`src/rtl/bscan_chain.sv`:
```
module bscan_chain #(
  parameter int NI = 4,
  parameter int NO = 4
) (
  input  logic          tck,
  input  logic          trst_n,
  input  logic [1:0]    mode,
  input  logic          cap_en,
  input  logic          shift_en,
  input  logic          upd_en,
  input  logic          sin,
  output logic          sout,
  input  logic [NI-1:0] pin_in,
  output logic [NI-1:0] core_in,
  input  logic [NO-1:0] core_out,
  input  logic [NO-1:0] core_oe,
  output logic [NO-1:0] pin_out,
  output logic [NO-1:0] pin_oe
);
  localparam int L      = NI + 2*NO;
  localparam int DO_LO  = NI;
  localparam int CT_LO  = NI + NO;
  localparam logic [1:0] M_EXT = 2'b10;
  localparam logic [1:0] M_INT = 2'b11;

  logic [L-1:0] chain, upd;

  always_ff @(posedge tck or negedge trst_n)
    if (!trst_n)       chain <= '0;
    else if (cap_en)   chain <= {core_oe, core_out, pin_in};
    else if (shift_en) chain <= {sin, chain[L-1:1]};

  always_ff @(posedge tck or negedge trst_n)
    if (!trst_n)     upd <= '0;
    else if (upd_en) upd <= chain;

  assign sout    = chain[0];
  assign core_in = (mode == M_INT) ? upd[NI-1:0] : pin_in;

  always_comb begin
    unique case (mode)
      M_EXT: begin
        pin_out = upd[DO_LO +: NO];
        pin_oe  = upd[CT_LO +: NO];
      end
      M_INT: begin
        pin_out = upd[DO_LO +: NO];
        pin_oe  = '0;
      end
      default: begin
        pin_out = core_out;
        pin_oe  = core_oe;
      end
    endcase
  end
endmodule

```
`config.mk`:
```
export PLATFORM = sky130hd
export DESIGN_NAME = bscan_chain
export DESIGN_NICKNAME = d
export VERILOG_FILES = /design/src/rtl/bscan_chain.sv
export SDC_FILE = /design/constraint.sdc
export NUM_CORES = 1
export LEC_CHECK = 0
export ABC_CLOCK_PERIOD_IN_PS = 2100
export CAP_MARGIN = 15
export CORE_UTILIZATION = 30
export DETAILED_ROUTE_END_ITERATION = 8
export GPL_TIMING_DRIVEN = 0
export PLACE_DENSITY_LB_ADDON = 0.15
export SKIP_CTS_REPAIR_TIMING = 1
export SLEW_MARGIN = 20
export SYNTH_ARGS = -nofsm -noshare
export SYNTH_HDL_FRONTEND = slang
export SYNTH_SLANG_ARGS = --single-unit
```
`constraint.sdc`:
```
create_clock -name tck -period 2.1 [get_ports tck]
set_input_delay 0.315 -clock tck [delete_from_list [all_inputs] [get_ports tck]]
set_output_delay 0.315 -clock tck [all_outputs]
set_load 0.02 [all_outputs]
```
Word level (Yosys, flattened, before mapping)
Cells that the tools add are included.

cells by class
  divide/modulo/power cells = 0
  mux-type cells = 5
  magnitude comparators = 0
  shift operators = 0
  reductions and logical operators = 2
  bitwise logic cells = 0
  add/subtract/negate cells = 0
  $mul = 0
  equality and inequality tests = 2

operators with widths
  operator                                    count
  12-bit 2-to-1 mux                           2
  4-bit 2-to-1 mux                            2
  4-bit one-hot mux with 2 select lines       1
  2-bit equality test, second input constant  2
  2-bit nonzero test                          1
  2-bit OR reduction                          1

word-level totals
  register bits after elaboration = 24
  bits in writable memories = 0
  bits of input ports = 20
  bits in latches = 0
  memories = 0
  output and inout bits = 13
  logic and storage cells = 11
  ROM bits = 0

Logic depth before layout (Yosys ltp)
  depth after elaboration = 3
  mapped depth = 3
  depth with buffers taken out = 2

Worst setup path after synthesis
No wires, ideal clock.

  path type = input to output
  start = in mode[1]
  end = out core_in[0]
  required time = 1.785 ns
  stages = 3
  arrival = 0.930 ns
  path slack = 0.855 ns
  buffers on the path = 1
  cells stage by stage = buf_4 nand2_2 mux2_2

on the way
  cells in the longest elaborated chain, start to end = 2

ends and longest elaborated chain
  what                 line  text
  from (decl)          7     input logic [1:0] mode,
  2-bit equality test  38    assign core_in = (mode == M_INT) ? upd[NI-1:0] : pin_in;
  4-bit 2-to-1 mux     38
  to (decl)            14    output logic [NI-1:0] core_in,

Every way passes these cells.

Final worst setup path
  start = in core_out[2]
  end = out pin_out[2]

on the way
  cells in the longest elaborated chain, start to end = 1

ends and longest elaborated chain
  what              line  text
  from (decl)       15    input logic [NO-1:0] core_out,
  4-bit 2-to-1 mux  41    unique case (mode)
  to (decl)         17    output logic [NO-1:0] pin_out,

Every way passes these cells.

==> run metrics <==
status=complete, no violations; Clock transition at path regs=80 ps; fin area=1570 um2; ANT nets after route=0; clk sinks=24; RSZ-0062 raised after global routing=no; Tmin final=1850 ps; CP cell instances=clkdlybuf4s50_1 > mux2_2 > clkdlybuf4s50_1; fin crit share=88.1%; crit start category=primary input; Worst Skew=1.27 ps; Total GRT Usage=~14%; n_diodes=0; Cell variety after synth=14; H-tree Lvls=1; Slew Limit Fails=0; Row Count=22; Worst-Skew Late Latency=between 200 and 300 ps; reg2reg path depth=1; HP Class=primary input to asynchronous set/reset pin; Final Hold Viols=0; Achievable Freq=541 MHz; worst slew pin tran=537 ps; largest net degree at the start of global routing=25; # setup viols final=0; Placed Area=between 1500 and 2000 um2; number of max-cap violations=0; gpl congestion=around 0.69; maximum VDD drop=between 200 and 250 uV; Yosys reg bits=24; Core Area=between 3000 and 4000 um2; Area Overhead vs Synth=37.3%; Post-Synthesis Cells=92; Synth Warn #=0; Yosys top cell area share=between 50% and 60%; max incr delay on CP=approximately 530 ps; crit-path most repeated cell=clkdlybuf4s50_1; WL per Instance=14.5 um; die height=~64 um; r2r startpoint=chain[7]; WL final=about 2500 um; HPWL Detailed=1840 um; FILL cells=between 300 and 400; sequential-to-total area share from yosys stat=approximately 53%; overall power=roughly 1.1 mW; layout cells sized above 1=24.6%; Power Density=~680 nW/um2; Root Buffer=clkbuf_8; number of I/O port buffers=31; drt first pass iters=4; Worst Path Max Fanout=2; relative slew slack=64.2%; total CTS buffers=3; first-pass GRT wire length=between 4000 and 5000 um; worst reg2reg setup slack=about 1300 ps; Syn Nets=~110; leakage=between 0.7 and 0.8 nW; DRC Markers=0; Clock Path Buffers=2; Slowest cell on crit path=clkdlybuf4s50_1; top cells by area, synth=dfrtp_1 (53%), mux2_2 (20%), mux2i_1 (11%); CP required=roughly 1800 ps; vias in the first global route=901; Synth area leader=dfrtp_1; syn_area_per_cell=12.4 um2; via/cell ratio=~4.7; via count=around 830; Mapped Area=between 1000 and 1500 um2; Setup CP Type=primary input to primary output; reg2reg end=upd[7]; Die Area=around 4100 um2; WP data arrival=1530 ps; CP Buf/Inv Count=2; cell family with most CP delay=buffers and inverters; DR iter-0 viols=24; Overflow after GRT=0; Initial Util=a little under a third; # IOs=33; die width=about 64 um; initial antenna violation count=0; CTS tree=done; CP endpoint kind=primary output; Layout Nets=between 100 and 150
==> synth_stat cells (all sizes together) <==
cell type	count
mux2i	12
nand2	13
a22o	4
mux2	20
buf	5
dfrtp	24
and2b	1
o21ai	12
inv	1
==> power by group <==
part	switching, mW	internal [mW]
Clock	0.129	0.128
Sequential	0.0364	0.520
Combinational	0.114	0.147
==> cell type report <==
cell class	count	area [um2]	area share [%]
clock buffer	3	41.3	2.63
inverter	1	3.75	0.239
multi-input combinational	62	503	32.0
timing repair buffer	31	325	20.7
buffer	5	36.3	2.31
tap	48	60.1	3.82
sequential	24	601	38.2
==> state kept, by name, summed over array words and instances, names as in the netlist <==
register  cells
chain        12
upd          12
==> layer usage <==
| layer | vias up | part of all wire, % | track usage [%] |
|---|---|---|---|
| li1 | 394 | - | - |
| met1 | 406 | 48 | 18.6 |
| met2 | 23 | 46 | 22.2 |
| met3 | 2 | 5.2 | 2.50 |
| met4 | 0 | 0.60 | 4.26 |
| met5 | - | 0 | 0 |
==> per-stage QoR <==
| step | setup slack, ps | util, % | std cells | hold WS, ps | setup TNS [ps] |
|---|---|---|---|---|---|
| 2_1_floorplan | 855 | - | 92 | 19.4 | 0 |
| 3_3_place_gp | -5.20 | 41.4 | 171 | 486 | -16.3 |
| 3_5_place_dp | 3.93 | 41.2 | 171 | 336 | 0 |
| 4_1_cts | -11.5 | 42.3 | 174 | 54.6 | -24.5 |
| 5_1_grt | 220 | 42.9 | 174 | 63.8 | 0 |
| 6_report | 250 | 42.9 | 174 | 33.0 | 0 |
==> layout by cell type, fill, tap and decap left out, drive strengths merged <==
cell / count
clkbuf: 3
mux2i: 12
inv: 1
dfrtp: 24
mux2: 20
dlymetal6s2s: 8
nand2: 13
buf: 6
a22o: 4
clkdlybuf4s50: 22
o21ai: 12
and2b: 1
==> worst max-delay path by stage <==
| stage | from | endpoint | slack (ps) | cells after the start |
|---|---|---|---|---|
| 6_report | core_out[2] | pin_out[2] | 250 | 3 |
| 5_1_grt | core_out[0] | pin_out[0] | 220 | 3 |
| 4_1_cts | mode[0] | core_in[3] | -10 | 4 |
| 3_5_place_dp | mode[0] | core_in[3] | 4 | 4 |
| 3_3_place_gp | mode[0] | core_in[2] | -5 | 4 |
| 2_1_floorplan | mode[1] | core_in[0] | 860 | 3 |
==> kinds of logic after synthesis <==
logic type	synth area share [%]
AO/OA/AOI/OAI	8.64
AND/OR/NAND/NOR	5.14
buffers and inverters	3.50
flip-flops	52.5
multiplexers	30.2
Power figures use the tool's default switching activity.
